### src/rtl/sctx_pkg.sv
package sctx_pkg;

  // Action selected for the current cycle after ranking the requests.
  typedef enum logic [2:0] {
    OP_NONE   = 3'd0,
    OP_ENTER  = 3'd1,
    OP_RETURN = 3'd2,
    OP_WRITE  = 3'd3,
    OP_FAULT  = 3'd4
  } ctx_op_e;

endpackage

### src/rtl/sctx_decode.sv
module sctx_decode
  import sctx_pkg::*;
#(
  parameter int PRIO_W = 3
) (
  input  logic              enter_req,
  input  logic [PRIO_W-1:0] enter_prio,
  input  logic              ret_req,
  input  logic              prio_wr_en,
  input  logic              nest_off,
  input  logic              stk_full,
  input  logic              stk_empty,
  output ctx_op_e           op,
  output logic [PRIO_W-1:0] tgt_ctx
);

  localparam logic [PRIO_W-1:0] TOP_CTX = {PRIO_W{1'b1}};

  // Context a handler of level lvl runs in.
  function automatic logic [PRIO_W-1:0] ctx_for_level(
    input logic [PRIO_W-1:0] lvl,
    input logic              flat
  );
    return flat ? TOP_CTX : lvl;
  endfunction

  // Ranking: entry, then return, then priority write.
  function automatic ctx_op_e rank_ops(
    input logic              en,
    input logic [PRIO_W-1:0] lvl,
    input logic              rt,
    input logic              wr,
    input logic              flat,
    input logic              full,
    input logic              empty
  );
    ctx_op_e r;
    r = OP_NONE;
    if (en) begin
      if (lvl != '0) r = full ? OP_FAULT : OP_ENTER;   // level 0 dropped
    end else if (rt) begin
      r = empty ? OP_FAULT : OP_RETURN;
    end else if (wr && !flat) begin
      r = OP_WRITE;
    end
    return r;
  endfunction

  always_comb begin
    op      = rank_ops(enter_req, enter_prio, ret_req, prio_wr_en,
                       nest_off, stk_full, stk_empty);
    tgt_ctx = ctx_for_level(enter_prio, nest_off);
  end

endmodule

### src/rtl/sctx_lifo.sv
module sctx_lifo #(
  parameter int W     = 48,
  parameter int DEPTH = 8
) (
  input  logic         clk,
  input  logic         rst_n,
  input  logic         push,
  input  logic         pop,
  input  logic [W-1:0] wr_data,
  output logic [W-1:0] top_data,
  output logic         empty,
  output logic         full
);

  localparam int CNT_W = $clog2(DEPTH + 1);
  localparam int IDX_W = (DEPTH > 1) ? $clog2(DEPTH) : 1;

  logic [W-1:0]     mem [DEPTH];
  logic [CNT_W-1:0] cnt;
  logic [IDX_W-1:0] wr_idx;
  logic [IDX_W-1:0] top_idx;
  logic             do_push;
  logic             do_pop;

  assign empty   = (cnt == '0);
  assign full    = (cnt == CNT_W'(DEPTH));
  assign do_push = push && !full;
  assign do_pop  = pop && !empty && !push;
  assign wr_idx  = IDX_W'(cnt);
  assign top_idx = IDX_W'(cnt - CNT_W'(1));

  always_ff @(posedge clk or negedge rst_n) begin
    if (!rst_n) begin
      cnt <= '0;
    end else if (do_push) begin
      cnt <= cnt + CNT_W'(1);
    end else if (do_pop) begin
      cnt <= cnt - CNT_W'(1);
    end
  end

  always_ff @(posedge clk) begin
    if (do_push) mem[wr_idx] <= wr_data;
  end

  assign top_data = mem[top_idx];

  // occupancy never exceeds the configured depth
  a_r8_no_overflow: assert property (@(posedge clk) disable iff (!rst_n)
    cnt <= CNT_W'(DEPTH));

  // every accepted push grows the stack by exactly one frame
  a_r5_push_step: assert property (@(posedge clk) disable iff (!rst_n)
    (push && !full) |=> (cnt == $past(cnt) + CNT_W'(1)));

  // popping an empty stack leaves it empty
  a_r7_pop_empty: assert property (@(posedge clk) disable iff (!rst_n)
    (pop && !push && empty) |=> empty);

endmodule

### src/rtl/sctx_state.sv
module sctx_state
  import sctx_pkg::*;
#(
  parameter int PRIO_W = 3,
  parameter int PC_W   = 24,
  parameter int SR_W   = 16
) (
  input  logic              clk,
  input  logic              rst_n,
  input  ctx_op_e           op,
  input  logic [PRIO_W-1:0] tgt_ctx,
  input  logic [PRIO_W-1:0] enter_prio,
  input  logic [PRIO_W-1:0] wr_data,
  input  logic [PC_W-1:0]   r_pc,
  input  logic [SR_W-1:0]   r_sr,
  input  logic [PRIO_W-1:0] r_ctx,
  input  logic [PRIO_W-1:0] r_prio,
  output logic [PRIO_W-1:0] ctx_idx,
  output logic [PRIO_W-1:0] cur_prio,
  output logic              ret_valid,
  output logic [PC_W-1:0]   ret_pc,
  output logic [SR_W-1:0]   ret_sr,
  output logic              stk_err
);

  always_ff @(posedge clk or negedge rst_n) begin
    if (!rst_n) begin
      ctx_idx   <= '0;
      cur_prio  <= '0;
      ret_valid <= 1'b0;
      ret_pc    <= '0;
      ret_sr    <= '0;
      stk_err   <= 1'b0;
    end else begin
      ret_valid <= 1'b0;
      stk_err   <= 1'b0;
      case (op)
        OP_ENTER: begin
          ctx_idx  <= tgt_ctx;
          cur_prio <= enter_prio;
        end
        OP_RETURN: begin
          ctx_idx   <= r_ctx;
          cur_prio  <= r_prio;
          ret_valid <= 1'b1;
          ret_pc    <= r_pc;
          ret_sr    <= r_sr;
        end
        OP_WRITE: cur_prio <= wr_data;
        OP_FAULT: stk_err  <= 1'b1;
        default: ;
      endcase
    end
  end

  // a return presents the popped frame in the next cycle
  a_r4_restore: assert property (@(posedge clk) disable iff (!rst_n)
    (op == OP_RETURN) |=> (ret_valid && ctx_idx == $past(r_ctx)
                           && ret_pc == $past(r_pc)));

  // a refused request changes neither context nor priority
  a_r8_fault_holds: assert property (@(posedge clk) disable iff (!rst_n)
    (op == OP_FAULT) |=> (stk_err && $stable(ctx_idx) && $stable(cur_prio)));

endmodule

### src/rtl/shadow_ctx_sel.sv
module shadow_ctx_sel
  import sctx_pkg::*;
#(
  parameter int PRIO_W = 3,
  parameter int PC_W   = 24,
  parameter int SR_W   = 16,
  parameter int DEPTH  = 8
) (
  input  logic              clk,
  input  logic              rst_n,
  input  logic              nest_off,
  input  logic              enter_req,
  input  logic [PRIO_W-1:0] enter_prio,
  input  logic [PC_W-1:0]   enter_pc,
  input  logic [SR_W-1:0]   enter_sr,
  input  logic              ret_req,
  input  logic              prio_wr_en,
  input  logic [PRIO_W-1:0] prio_wr_data,
  output logic [PRIO_W-1:0] ctx_idx,
  output logic [PRIO_W-1:0] cur_prio,
  output logic              prio_writable,
  output logic              ret_valid,
  output logic [PC_W-1:0]   ret_pc,
  output logic [SR_W-1:0]   ret_sr,
  output logic              stk_err
);

  localparam int                FRAME_W = PC_W + SR_W + 2 * PRIO_W;
  localparam logic [PRIO_W-1:0] TOP_CTX = {PRIO_W{1'b1}};

  // Named internal events for the assertions.
  ctx_op_e              op;
  logic [PRIO_W-1:0]    tgt_ctx;
  logic                 stk_full;
  logic                 stk_empty;
  logic                 ev_push;
  logic                 ev_pop;
  logic [FRAME_W-1:0]   push_frame;
  logic [FRAME_W-1:0]   top_frame;
  logic [PC_W-1:0]      r_pc;
  logic [SR_W-1:0]      r_sr;
  logic [PRIO_W-1:0]    r_ctx;
  logic [PRIO_W-1:0]    r_prio;

  assign prio_writable = !nest_off;
  assign ev_push       = (op == OP_ENTER);
  assign ev_pop        = (op == OP_RETURN);
  assign push_frame    = {enter_pc, enter_sr, ctx_idx, cur_prio};
  assign {r_pc, r_sr, r_ctx, r_prio} = top_frame;

  sctx_decode #(.PRIO_W(PRIO_W)) u_decode (
    .enter_req  (enter_req),
    .enter_prio (enter_prio),
    .ret_req    (ret_req),
    .prio_wr_en (prio_wr_en),
    .nest_off   (nest_off),
    .stk_full   (stk_full),
    .stk_empty  (stk_empty),
    .op         (op),
    .tgt_ctx    (tgt_ctx)
  );

  sctx_lifo #(.W(FRAME_W), .DEPTH(DEPTH)) u_lifo (
    .clk      (clk),
    .rst_n    (rst_n),
    .push     (ev_push),
    .pop      (ev_pop),
    .wr_data  (push_frame),
    .top_data (top_frame),
    .empty    (stk_empty),
    .full     (stk_full)
  );

  sctx_state #(.PRIO_W(PRIO_W), .PC_W(PC_W), .SR_W(SR_W)) u_state (
    .clk        (clk),
    .rst_n      (rst_n),
    .op         (op),
    .tgt_ctx    (tgt_ctx),
    .enter_prio (enter_prio),
    .wr_data    (prio_wr_data),
    .r_pc       (r_pc),
    .r_sr       (r_sr),
    .r_ctx      (r_ctx),
    .r_prio     (r_prio),
    .ctx_idx    (ctx_idx),
    .cur_prio   (cur_prio),
    .ret_valid  (ret_valid),
    .ret_pc     (ret_pc),
    .ret_sr     (ret_sr),
    .stk_err    (stk_err)
  );

  // nested mode selects the bank numbered by the handler's level
  a_r2_enter_ctx: assert property (@(posedge clk) disable iff (!rst_n)
    (enter_req && enter_prio != '0 && !nest_off && !stk_full)
    |=> (ctx_idx == $past(enter_prio) && cur_prio == $past(enter_prio)));

  // flat mode forces the top bank
  a_r3_flat_ctx: assert property (@(posedge clk) disable iff (!rst_n)
    (enter_req && enter_prio != '0 && nest_off && !stk_full)
    |=> (ctx_idx == TOP_CTX));

  // the priority field is frozen for software in flat mode
  a_r6_ro_prio: assert property (@(posedge clk) disable iff (!rst_n)
    (nest_off && !enter_req && !ret_req) |=> $stable(cur_prio));

  // empty return flags an error and restores nothing
  a_r7_empty_ret: assert property (@(posedge clk) disable iff (!rst_n)
    (ret_req && !enter_req && stk_empty)
    |=> (stk_err && !ret_valid && $stable(ctx_idx)));

  // level-0 entry is inert
  a_r9_zero_prio: assert property (@(posedge clk) disable iff (!rst_n)
    (enter_req && enter_prio == '0)
    |=> ($stable(ctx_idx) && !stk_err && !ret_valid));

  // the restore strobe only follows a return request
  a_r4_ret_cause: assert property (@(posedge clk) disable iff (!rst_n)
    ret_valid |-> $past(ret_req));

  // an entry request never lets a return through
  a_r10_enter_wins: assert property (@(posedge clk) disable iff (!rst_n)
    enter_req |-> !ev_pop);

endmodule

### config.mk
export PLATFORM = sky130hd
export DESIGN_NAME = shadow_ctx_sel
export DESIGN_NICKNAME = d
export VERILOG_FILES = /design/src/rtl/sctx_pkg.sv /design/src/rtl/sctx_decode.sv /design/src/rtl/sctx_lifo.sv /design/src/rtl/sctx_state.sv /design/src/rtl/shadow_ctx_sel.sv
export SDC_FILE = /design/constraint.sdc
export NUM_CORES = 1
export LEC_CHECK = 0
export BUFFER_PORTS_ARGS = -buffer_cell sky130_fd_sc_hd__buf_2
export CELL_PAD_IN_SITES_DETAIL_PLACEMENT = 1
export CELL_PAD_IN_SITES_GLOBAL_PLACEMENT = 2
export CORE_MARGIN = 1
export CORE_UTILIZATION = 44
export CTS_CLUSTER_DIAMETER = 50
export DETAILED_ROUTE_END_ITERATION = 12
export PLACE_DENSITY = 0.76
export SETUP_SLACK_MARGIN = 0.4
export SLEW_MARGIN = 20
export SYNTH_ARGS = -nofsm -noshare
export SYNTH_HDL_FRONTEND = slang
export SYNTH_HIERARCHICAL = 1
export SYNTH_SLANG_ARGS = --single-unit
### constraint.sdc
create_clock -name clk -period 8.78 [get_ports clk]
set_input_delay 0.439 -clock clk [delete_from_list [all_inputs] [get_ports clk]]
set_output_delay 0.439 -clock clk [all_outputs]
set_load 0.05 [all_outputs]
==> impl_metrics.py <==
metrics = {
    "pwr": {
        "static-leakage-power_nw": 6.47,
        "ir_drop_uv": 252,
        "power_density_mw_per_mm2": 377,
    },
    "layout": {
        "area_overhead_vs_synth_pct": 15.1,
        "num-fill-cells": 3255,
        "regArea_mm2": 0.0124,
        "drive_above_1_share_pct": 43.0,
        "final_net_count": 908,
        "finalInstanceArea_mm2": 0.0190,
        "multi_input_comb_area_mm2": 0.00385,
    },
    "yosys": {
        "combined_area_of_all_synthesized_cells_mm2": 0.0165,
        "synth_simple_gate_area_share_pct": 1.55,
        "synthesis.yosys.warnings": 6,
        "synth.distinct_cells": 44,
        "netlist.top_cell.by_area": "sky130_fd_sc_hd__edfxtp_1",
        "async_flop_share_pct": 12.4,
        "yosys.area_share.adder_pct": 0.152,
        "synth.avg_cell_area_um2": 22.8,
        "fraction_of_the_mapped_netlist_area_in_compound_gates_pct": 1.41,
        "synth.area.mux_share_pct": 19.7,
        "postSynthRegisterBits": 420,
        "yosys.area.top_type_share_pct": 67.0,
        "synth_enable_flop_cells": 368,
        "synth.net_count": 777,
        "post_synth_inst_count": 723,
        "yosys-top-cells-area": "sky130_fd_sc_hd__edfxtp_1, sky130_fd_sc_hd__mux4_2, sky130_fd_sc_hd__dfrtp_1",
        "synthXorXnorAreaFrac_pct": 0.273,
        "postSynth.topFlopCell": "sky130_fd_sc_hd__edfxtp_1",
        "share_of_synthesized_area_occupied_by_flip_flops_and_latches_pct": 74.9,
        "dominant_combinational_cell_family_by_area_after_synthesis": "multiplexers",
    },
    "detailed_routing": {
        "via_count": 7379,
        "drt_first_iter_violations": 358,
        "top_layer_used": "met4",
        "m1_wl_um": 14400,
        "remaining_drc_errors": 0,
        "wirelength_um": 32200,
        "route.antenna.remaining_nets": 0,
        "drt_pass1_iterations": 4,
        "routed_wire_length_per_instance_um": 23.7,
        "routed_via_density": 5.43,
        "route.met3.wl_um": 1100,
        "routed-wl-met2_um": 16200,
    },
    "global_route": {
        "globalRoute.totalOverflow": 0,
        "antenna_violations_before_repair": 2,
        "grt_pass1_vias": 8212,
        "grtUsageTotal_pct": 17.4,
        "grt_max_degree": 74,
        "global_route_wire_length_before_repair_um": 49800,
    },
    "run_status": {
        "violations": "negative hold slack",
        "status": "finished with violations",
    },
    "clocking": {
        "cts_num_sinks": 420,
        "clk-insertion-delay-late_ps": 540,
        "post_cts_resize_count": 0,
        "cts_tree": "yes",
        "cts.hold.buffers_added": 0,
        "cts_buffer_depth": 3,
        "cts-root-buf": "sky130_fd_sc_hd__clkbuf_16",
        "h-tree-depth": 2,
        "cts_buffers": 47,
        "cts_setup_buffers": 0,
        "clock_slew_at_the_register_clock_pins_of_the_worst_setup_and_hold_paths_ps": 60,
    },
    "timing": {
        "timing_max_transition_violations_final": 0,
        "fmaxAchievable_mhz": 219,
        "worstMarginPinSlew_ps": 1080,
        "timing.hold.ws_ps": -20.3,
        "hold_viol_final": 18,
        "fin_tns_setup_ps": 0,
        "timing.final.crit_period_ps": 4570,
        "finClkSkew_ps": 20.9,
        "report.final.setup_viol": 0,
        "max_slew_margin_pct": 28.0,
        "rsz0062_at_grt": "no",
        "final_min_period_over_clock_period_pct": 52.0,
    },
    "placed_design": {
        "finalWeightedCongestion": 0.730,
        "detailed_place.area_mm2": 0.0174,
        "io_port_bufs": 100,
        "hpwlAfterDp_um": 19000,
    },
    "die": {
        "pin_count": 101,
        "die_h_um": 196,
        "floorplan.initialDensity_pct": 44.8,
        "placement_rows": 70,
        "core_area_mm2": 0.0368,
        "fp.dieArea_mm2": 0.0383,
        "fp.dieW_um": 196,
    },
    "setup_path": {
        "highest_net_fanout_along_the_worst_path": 31,
        "worst_ep_arrival_time_ps": 4780,
        "critPathCaptureType": "flop",
        "critPathRequiredTime_ps": 8990,
        "crit_path_start_kind": "flop",
        "critPathKind": "reg2reg",
    },
    "job": {
        "drv.max_cap_violation_count": 0,
    },
    "min_path": {
        "hold_class": "in2async",
    },
}
-- cell usage in the layout (no fill, tap or decap), types with 2 or more instances in the layout --
master                       synthesis  routed
sky130_fd_sc_hd__nand2_1             4       4
sky130_fd_sc_hd__a21oi_1             8       8
sky130_fd_sc_hd__nor2_4              0       2
sky130_fd_sc_hd__buf_4               0      17
sky130_fd_sc_hd__clkinvlp_4          0       6
sky130_fd_sc_hd__mux2_2             37      37
sky130_fd_sc_hd__clkbuf_1            9       3
sky130_fd_sc_hd__inv_6               0       4
sky130_fd_sc_hd__clkbuf_16           0      47
sky130_fd_sc_hd__inv_1               6       6
sky130_fd_sc_hd__nor3b_1             6       6
sky130_fd_sc_hd__and3_2              0       3
sky130_fd_sc_hd__o221ai_1            3       3
sky130_fd_sc_hd__clkinv_2            0       8
sky130_fd_sc_hd__inv_8               0       2
sky130_fd_sc_hd__mux4_2             92      92
sky130_fd_sc_hd__buf_2              12      99
sky130_fd_sc_hd__clkinv_4            0       3
sky130_fd_sc_hd__o22ai_1             2       2
sky130_fd_sc_hd__o21ai_0             6       5
sky130_fd_sc_hd__dfrtp_1            52      51
sky130_fd_sc_hd__nor3_2              0       2
sky130_fd_sc_hd__mux2i_1             3       3
sky130_fd_sc_hd__bufinv_16           0       4
sky130_fd_sc_hd__nor2_1             13      11
sky130_fd_sc_hd__or2_1               3       3
sky130_fd_sc_hd__clkinv_1            0       7
sky130_fd_sc_hd__mux2_4             49      49
sky130_fd_sc_hd__o22a_1              9       9
sky130_fd_sc_hd__nand2b_1            2       2
sky130_fd_sc_hd__edfxtp_1          368     368
-- layout make-up --
class / count / share of cell area [%]
clock buffers: 50 / 6.25
well taps: 468 / 3.08
multi-input cells: 262 / 20.3
inverters: 6 / 0.119
clock inverters: 35 / 1.75
repair buffers: 117 / 3.39
flip-flops and latches: 420 / 65.1
diodes: 1 / 0.0132
-- final timing paths --
path	from	endpoint	slack, ps	cells past startpoint
setup / recovery	u_lifo/cnt[0]$_DFFE_PN0P_	u_lifo/mem[4][31]$_DFFE_PP_	4210	11
hold / removal	rst_n	u_state/ret_pc[11]$_DFFE_PN0N_	-20	1
max in group asynchronous	rst_n	u_lifo/cnt[0]$_DFFE_PN0P_	8210	1
min in group clk	enter_pc[21]	u_lifo/mem[2][43]$_DFFE_PP_	170	1
setup reg to reg	u_lifo/cnt[0]$_DFFE_PN0P_	u_lifo/mem[4][31]$_DFFE_PP_	4210	11
hold reg to reg	u_state/ret_sr[15]$_DFFE_PN0N_	u_state/ret_sr[15]$_DFFE_PN0N_	500	1
-- sequential cells by signal, summed over array words and instances (netlist names) --
register           flops
u_state/cur_prio       3
u_lifo/mem           368
u_state/ctx_idx        3
u_state/ret_pc        24
u_state/ret_sr        16
u_state/stk_err        1
u_lifo/cnt             4
u_state/ret_valid      1
-- worst max-delay path: stages, from the launching register on --
cell	delay [ps]
sky130_fd_sc_hd__dfrtp_4	630
sky130_fd_sc_hd__inv_1	230
sky130_fd_sc_hd__ha_4	250
sky130_fd_sc_hd__or2b_1	280
sky130_fd_sc_hd__nor2_1	90
sky130_fd_sc_hd__o21ai_1	640
sky130_fd_sc_hd__nor3b_1	260
sky130_fd_sc_hd__buf_4	220
sky130_fd_sc_hd__inv_1	140
sky130_fd_sc_hd__nor2_1	220
sky130_fd_sc_hd__and3_2	850
sky130_fd_sc_hd__buf_4	420
-- metal layers --
metal  vias up  GRT usage [%]
met3        45           2.66
li1       3272              -
met4         0           4.17
met5         -              0
met2       144           29.2
met1      3918           24.1
-- cells in the mapped netlist, drive strengths merged (3+ instances only) --
| master | n |
|---|---|
| mux2 | 86 |
| nand2 | 4 |
| o21ai | 6 |
| mux4 | 92 |
| clkbuf | 11 |
| or2 | 3 |
| and3 | 3 |
| nor2 | 14 |
| edfxtp | 368 |
| nor3b | 6 |
| a21oi | 8 |
| dfrtp | 52 |
| inv | 6 |
| buf | 24 |
| mux2i | 3 |
| o22a | 9 |
| o221ai | 3 |
| nand2b | 3 |
-- logic make-up (layout without fill, tap and decap cells) --
group / after synthesis / after routing
AO/OA/AOI/OAI: 34 / 34
XOR/XNOR: 3 / 3
adder cells (fa/ha/maj): 2 / 2
buffers and inverters: 41 / 208
flip-flops: 420 / 420
multiplexers: 181 / 181
other: 0 / 1
AND/OR/NAND/NOR: 42 / 42
-- per-stage QoR --
stage	setup slack [ps]	power, W	util (%)	hold WS (ps)	instances
detailed placement	3840	0.00534	47.4	491	1272
CTS	3840	0.00727	51.5	16.2	1357
floorplan	2440	0.00474	-	143	723
finish	4210	0.00715	51.6	-20.3	1359
global placement	4040	0.00530	47.4	493	1272
global route	3870	0.00748	51.6	40.3	1358
-- report_power, final --
group / total (W) / internal, W / switching, W
clock: 0.00189 / 0.00111 / 0.000778
sequential: 0.00267 / 0.00251 / 0.000165
combinational: 0.00259 / 0.00119 / 0.00140
total: 0.00715 / 0.00481 / 0.00234
Power figures use the tool's default switching activity.
